**src/rtl/hbr_pkg.sv**
```systemverilog
`timescale 1ns/1ps
package hbr_pkg;

    localparam int ADDR_W = 32;

    // Region codes seen at out_region
    typedef enum logic [2:0] {
        RGN_NONE = 3'd0,
        RGN_IO   = 3'd1,
        RGN_MEM  = 3'd2,
        RGN_IACK = 3'd3,
        RGN_ROM  = 3'd4
    } region_e;

    typedef enum logic [1:0] {
        SZ_1   = 2'd0,
        SZ_2   = 2'd1,
        SZ_4   = 2'd2,
        SZ_BAD = 2'd3
    } size_e;

    // Sparse fold geometry: low bits kept, upper slice moved down
    localparam int SPARSE_LOW_W    = 5;
    localparam int SPARSE_HIGH_LSB = 12;
    localparam int SPARSE_HIGH_W   = 11;
    localparam int SPARSE_TOP_BIT  = SPARSE_HIGH_LSB + SPARSE_HIGH_W;
    localparam logic [ADDR_W-1:0] SPARSE_SPAN = ADDR_W'(1) << SPARSE_TOP_BIT;

    // Fixed CPU windows
    localparam logic [ADDR_W-1:0] IO_BASE   = 32'h8000_0000;
    localparam logic [ADDR_W-1:0] IO_SPAN   = 32'h3F80_0000;
    localparam logic [ADDR_W-1:0] IACK_BASE = 32'hBFFF_FFF0;
    localparam logic [ADDR_W-1:0] IACK_SPAN = 32'h0000_0001;
    localparam logic [ADDR_W-1:0] MEM_BASE  = 32'hC000_0000;
    localparam logic [ADDR_W-1:0] MEM_SPAN  = 32'h3F00_0000;
    localparam logic [ADDR_W-1:0] ROM_BASE  = 32'hFFF0_0000;
    localparam logic [ADDR_W-1:0] ROM_SPAN  = 32'h0010_0000;

    localparam int NUM_WIN  = 4;
    localparam int WIN_IO   = 0;
    localparam int WIN_IACK = 1;
    localparam int WIN_MEM  = 2;
    localparam int WIN_ROM  = 3;

    typedef struct packed {
        region_e           region;
        logic              in_fold;   // inside the first 8 MB of I/O
        logic              rom_wr;    // write aimed at the ROM
        logic [ADDR_W-1:0] offset;    // offset from the window base
    } decode_t;

    function automatic logic [ADDR_W-1:0] win_base(input int idx);
        case (idx)
            WIN_IO:   return IO_BASE;
            WIN_IACK: return IACK_BASE;
            WIN_MEM:  return MEM_BASE;
            default:  return ROM_BASE;
        endcase
    endfunction

    function automatic logic [ADDR_W-1:0] win_span(input int idx);
        case (idx)
            WIN_IO:   return IO_SPAN;
            WIN_IACK: return IACK_SPAN;
            WIN_MEM:  return MEM_SPAN;
            default:  return ROM_SPAN;
        endcase
    endfunction

endpackage

```
**src/rtl/hbr_window_decode.sv**
```systemverilog
`timescale 1ns/1ps
module hbr_window_decode
    import hbr_pkg::*;
(
    input  logic [ADDR_W-1:0] addr,
    input  logic [1:0]        size,
    input  logic              write,
    output decode_t           dec
);

    logic [NUM_WIN-1:0] hit;
    logic [ADDR_W-1:0]  rel [NUM_WIN];

    // One wrap-around subtract and compare per window
    generate
        for (genvar w = 0; w < NUM_WIN; w++) begin : g_win
            assign rel[w] = addr - win_base(w);
            assign hit[w] = rel[w] < win_span(w);
        end
    endgenerate

    always_comb begin
        dec        = '0;
        dec.region = RGN_NONE;
        if (size_e'(size) == SZ_BAD) begin
            dec.region = RGN_NONE;
        end else if (hit[WIN_IO]) begin
            dec.region  = RGN_IO;
            dec.offset  = rel[WIN_IO];
            dec.in_fold = rel[WIN_IO] < SPARSE_SPAN;
        end else if (hit[WIN_IACK]) begin
            if (size_e'(size) == SZ_1) begin
                dec.region = RGN_IACK;
                dec.offset = rel[WIN_IACK];
            end
        end else if (hit[WIN_MEM]) begin
            dec.region = RGN_MEM;
            dec.offset = rel[WIN_MEM];
        end else if (hit[WIN_ROM]) begin
            dec.region = RGN_ROM;
            dec.offset = rel[WIN_ROM];
            dec.rom_wr = write;
        end
    end

endmodule

```
**src/rtl/hbr_io_xlate.sv**
```systemverilog
`timescale 1ns/1ps
module hbr_io_xlate
    import hbr_pkg::*;
#(
    parameter int PORT_W    = 16,
    parameter bit SPARSE_EN = 1'b1
) (
    input  region_e           region,
    input  logic              in_fold,
    input  logic [ADDR_W-1:0] offset,
    input  logic              mode,
    output logic [ADDR_W-1:0] xaddr
);

    localparam int PAD_W = ADDR_W - PORT_W;

    logic [ADDR_W-1:0] dense_port;
    logic [ADDR_W-1:0] sparse_port;

    assign dense_port = {{PAD_W{1'b0}}, offset[PORT_W-1:0]};

    generate
        if (SPARSE_EN) begin : g_sparse
            assign sparse_port = {{PAD_W{1'b0}},
                                  offset[SPARSE_TOP_BIT-1:SPARSE_HIGH_LSB],
                                  offset[SPARSE_LOW_W-1:0]};
        end else begin : g_dense_only
            assign sparse_port = dense_port;
        end
    endgenerate

    always_comb begin
        if (region == RGN_IO && in_fold) begin
            xaddr = mode ? sparse_port : dense_port;
        end else begin
            xaddr = offset;
        end
    end

endmodule

```
**src/rtl/hbr_req_stage.sv**
```systemverilog
`timescale 1ns/1ps
module hbr_req_stage
    import hbr_pkg::*;
#(
    parameter int DATA_W = 32
) (
    input  logic              clk,
    input  logic              rst,
    input  logic              in_valid,
    input  region_e           in_region,
    input  logic              in_rom_wr,
    input  logic [ADDR_W-1:0] in_addr,
    input  logic [1:0]        in_size,
    input  logic              in_write,
    input  logic [DATA_W-1:0] in_wdata,
    output logic              q_valid,
    output region_e           q_region,
    output logic [ADDR_W-1:0] q_addr,
    output logic [1:0]        q_size,
    output logic              q_write,
    output logic [DATA_W-1:0] q_wdata,
    output logic              q_err_decode,
    output logic              q_err_rom
);

    logic fwd;
    logic bad;

    assign bad = in_region == RGN_NONE;
    assign fwd = in_valid && !bad && !in_rom_wr;

    always_ff @(posedge clk) begin
        if (rst) begin
            q_valid      <= 1'b0;
            q_region     <= RGN_NONE;
            q_err_decode <= 1'b0;
            q_err_rom    <= 1'b0;
        end else begin
            q_valid      <= fwd;
            q_region     <= fwd ? in_region : RGN_NONE;
            q_err_decode <= in_valid && bad;
            q_err_rom    <= in_valid && !bad && in_rom_wr;
        end
    end

    // Payload needs no reset; it is qualified by q_valid
    always_ff @(posedge clk) begin
        if (fwd) begin
            q_addr  <= in_addr;
            q_size  <= in_size;
            q_write <= in_write;
            q_wdata <= in_wdata;
        end
    end

endmodule

```
**src/rtl/hbr_io_remap.sv**
```systemverilog
`timescale 1ns/1ps
module hbr_io_remap
    import hbr_pkg::*;
#(
    parameter int DATA_W    = 32,
    parameter int PORT_W    = 16,
    parameter bit SPARSE_EN = 1'b1
) (
    input  logic              clk,
    input  logic              rst,
    input  logic              req_valid,
    input  logic [31:0]       req_addr,
    input  logic [1:0]        req_size,
    input  logic              req_write,
    input  logic [DATA_W-1:0] req_wdata,
    input  logic              req_mode,
    input  logic [DATA_W-1:0] bus_rdata,
    output logic              out_valid,
    output logic [2:0]        out_region,
    output logic [31:0]       out_addr,
    output logic [1:0]        out_size,
    output logic              out_write,
    output logic [DATA_W-1:0] out_wdata,
    output logic              err_decode,
    output logic              err_rom_write,
    output logic [DATA_W-1:0] cpu_rdata
);

    decode_t           dec;
    logic [ADDR_W-1:0] xaddr;
    region_e           region_q;

    hbr_window_decode u_decode (
        .addr  (req_addr),
        .size  (req_size),
        .write (req_write),
        .dec   (dec)
    );

    hbr_io_xlate #(
        .PORT_W    (PORT_W),
        .SPARSE_EN (SPARSE_EN)
    ) u_xlate (
        .region  (dec.region),
        .in_fold (dec.in_fold),
        .offset  (dec.offset),
        .mode    (req_mode),
        .xaddr   (xaddr)
    );

    hbr_req_stage #(
        .DATA_W (DATA_W)
    ) u_stage (
        .clk          (clk),
        .rst          (rst),
        .in_valid     (req_valid),
        .in_region    (dec.region),
        .in_rom_wr    (dec.rom_wr),
        .in_addr      (xaddr),
        .in_size      (req_size),
        .in_write     (req_write),
        .in_wdata     (req_wdata),
        .q_valid      (out_valid),
        .q_region     (region_q),
        .q_addr       (out_addr),
        .q_size       (out_size),
        .q_write      (out_write),
        .q_wdata      (out_wdata),
        .q_err_decode (err_decode),
        .q_err_rom    (err_rom_write)
    );

    assign out_region = region_q;
    assign cpu_rdata  = out_valid ? bus_rdata : '0;

endmodule

```
**config.mk**
```make
export PLATFORM = sky130hd
export DESIGN_NAME = hbr_io_remap
export DESIGN_NICKNAME = d
export VERILOG_FILES = /design/src/rtl/hbr_pkg.sv /design/src/rtl/hbr_window_decode.sv /design/src/rtl/hbr_io_xlate.sv /design/src/rtl/hbr_req_stage.sv /design/src/rtl/hbr_io_remap.sv
export SDC_FILE = /design/constraint.sdc
export NUM_CORES = 1
export LEC_CHECK = 0
export BUFFER_PORTS_ARGS = -buffer_cell sky130_fd_sc_hd__buf_2
export CORE_ASPECT_RATIO = 0.75
export CORE_MARGIN = 3
export CORE_UTILIZATION = 45
export CTS_BUF_LIST = sky130_fd_sc_hd__clkbuf_16
export DETAILED_ROUTE_END_ITERATION = 12
export GPL_TIMING_DRIVEN = 0
export PLACE_DENSITY = 0.86
export SLEW_MARGIN = 40
export SYNTH_ARGS = -nofsm -noshare
export SYNTH_HDL_FRONTEND = slang
export SYNTH_HIERARCHICAL = 1
export SYNTH_SLANG_ARGS = --single-unit
```
**constraint.sdc**
```tcl
create_clock -name clk -period 23.4 [get_ports clk]
set_input_delay 2.34 -clock clk [delete_from_list [all_inputs] [get_ports clk]]
set_output_delay 2.34 -clock clk [all_outputs]
set_load 0.02 [all_outputs]
```
==> run metrics <==
post-synth cell types=68; Iter 0 DRT Violations=319; EDFF count, synth=67; Site Rows=30; Sinks on Clock Net=73; Leak Pwr=2.536 nW; Adder-Cell Fraction of Synth Area=0.02053; Detail Placement HPWL=9.676 mm; XOR/XNOR share of the synthesized area=0.02463; most common flop cell mapped by yosys=edfxtp_1; post-synthesis simple-gate area fraction=0.2850; largest family of logic cells by synthesized area=simple AND/OR/NAND/NOR gates; CTS max path bufs=2; post-synthesis compound-gate area fraction=0.07713; Tcrit/Tclk final=0.2833; Avg Synthesized Cell Area=11.56 µm²; register area share after synthesis=0.4997; Design Area, Final=5762 µm²; power per cell area=59.26 nW/µm²; Synth top cells by count=67 x edfxtp_1, 33 x and2_2, 18 x and2_1; Synth top area share=0.4716; hold depth=1; Most common cell on crit path=buf_4; CP Cell Sequence=buf_2, ha_1, nand4_1, nor4_1, nand4_1, xor2_1, o2111ai_2, nor4_4, nand3_1, o21ai_0, nor3_2, nor3b_2, buf_4, buf_6, buf_4, buf_2, buf_4; synth top area cells=edfxtp_1 47%, and2_2 5.8%, mux2_4 3.5%, dfxtp_1 2.8%, and2_1 2.6%; hold buffer count at CTS=0; Via Count=between 3000 and 4000; worst hold path class=in2reg; # Post-CTS Setup Buffers=0; initial antenna violation count=0; GPL Wtd Cong=0.9300; I/O pins=208; Post-Route WL=between 10 and 15 mm; Die Width=118.4 µm; port bufs=slightly below 200; achievable frequency=about 150 MHz; Resized cells post-CTS=0; initial core utilization=0.4678; DRT Pass-1 Iters=4; maxcap violations=0; Layout Cells excl Fill=721; FILL cells=751; Max Slew Vio Count=0; CP Max Fanout=9; Die Y=90.33 µm; count leader, synth=edfxtp_1; GRT Total Usage=0.2182; ANT nets after route=0; core area=9121 µm²; Final Power=0.0003414 W; #FFs+latches synth=73; final hold violations=0; RSZ-0062 raised after global routing=no; Worst Tran Pin Value=approximately 0.69 ns; largest net degree at the start of global routing=14; Gate Count Post-Synth=between 300 and 400; Synth async-reset ratio=0; Syn-to-layout area delta=35.04%; CP max-delay cell=nor4_1; Inst Count DP=705; TritonCTS Buffers=9; Critical Path AT=roughly 6.7 ns; DR WL/cell=16.67 µm; DRC viols=0; Worst-path clk slew=0.06 ns; share of cells above drive strength 1=0.5245; CP required=23.42 ns; htree depth=3; maximum VDD drop=between 0.03 and 0.04 mV; CTS root buffer=clkbuf_16; mux contribution to synthesized area=0.05777; DIE AREA=10700 µm²; Setup crit end kind=flip-flop; Slew Limit Headroom=0.5361; Ys Warns=6; Ant. Diodes=0; Fin Setup TNS=0 ns; status=finished clean; CTS tree=done; Avg Vias per Cell=5.251; final setup vio count=0; synthesized cell area=approximately 4300 µm²; Worst Setup Start Kind=primary input; NumNets Final=698; min Tclk post-route=6.629 ns; vias in the first global route=about 3700; Placed Area=5498 µm²; first-pass GRT wire length=roughly 19 mm; CP peak stage delay=0.60 ns; area leader, netlist=edfxtp_1; GR Overflow Total=0; post-synth net total=479; Setup CP Type=in2reg
metal layers:
metal  part of all wire  track usage
met1               0.44       0.2949
met2               0.47       0.3590
met3              0.075      0.04696
met4              0.013      0.05786
met5                  0            0
power by group:
part	internal [W]	switching, W
registers	0.000153	0.00000227
clock network	0.0000707	0.0000487
logic	0.0000261	0.0000402
cell families (layout without fill, tap and decap cells):
kind of cell | after synthesis | in the layout
simple gates | 187 | 187
flops | 73 | 73
compound gates | 43 | 43
buf+inv | 28 | 252
mux | 19 | 19
xor+xnor | 12 | 12
fa+ha+maj | 7 | 7
critical path: cells and delay by family:
kind	cells	cell delay, ns
AOI/OAI and AO/OA	2	0.53
xor gates and xnor gates	1	0.28
adders and majority gates	1	0.31
buffers and inverters	6	1.12
and+or+nand+nor	7	2.04
cell type report:
class,instances,area (µm²),share of cell area
Tap cell,128,160.2,0.02780
Clock inverter,7,38.79,0.006732
Clock buffer,9,225.2,0.03909
Inverter,7,26.28,0.004560
Sequential cell,73,2132,0.3700
Multi-Input combinational cell,268,1996,0.3464
Buffer,21,123.9,0.02150
Timing Repair Buffer,208,1060,0.1839
through the flow:
step / setup slack [ns] / util / hold slack (ns)
6_report: 16.77 / 0.6317 / 2.190
5_1_grt: 16.57 / 0.6317 / 2.176
4_1_cts: 16.82 / 0.6317 / 2.181
3_5_place_dp: 16.53 / 0.6027 / 2.519
3_3_place_gp: 11.08 / 0.5945 / 2.517
2_1_floorplan: 13.26 / - / 2.416
cell usage in the layout (no fill, tap or decap), types with 4 or more instances in the layout:
master and instances:
xnor2_1 7, nand2_1 16, nand3_1 17, nor4_1 8, and2b_1 9, xor2_1 5, nand4_1 8, mux2i_1 4
and2_4 8, clkbuf_16 9, mux2_2 5, nor3_1 10, and2_2 33, a21oi_1 6, buf_2 206, buf_4 10
clkbuf_2 5, and2_1 18, clkbuf_1 5, or2_2 4, and3_1 6, mux2_4 10, dfxtp_1 6, nor4bb_1 5
nor2b_1 8, inv_1 8, o21ai_0 6, ha_1 7, edfxtp_1 67, nor2_1 16
flip-flops by register name (all words and copies together), names as in the netlist:
| signal | flops |
|---|---|
| u_stage/q_write | 1 |
| u_stage/q_size | 2 |
| u_stage/q_valid | 1 |
| u_stage/q_addr | 32 |
| u_stage/q_wdata | 32 |
| u_stage/q_err_decode | 1 |
| u_stage/q_region | 3 |
| u_stage/q_err_rom | 1 |
path summary, 6_finish.rpt:
path / startpoint / endpoint / slack [ns]
setup / recovery: req_addr[4] / u_stage/q_wdata[30] / 16.77
hold / removal: req_wdata[11] / u_stage/q_wdata[11] / 2.19
(Power assumes the default switching activity.)
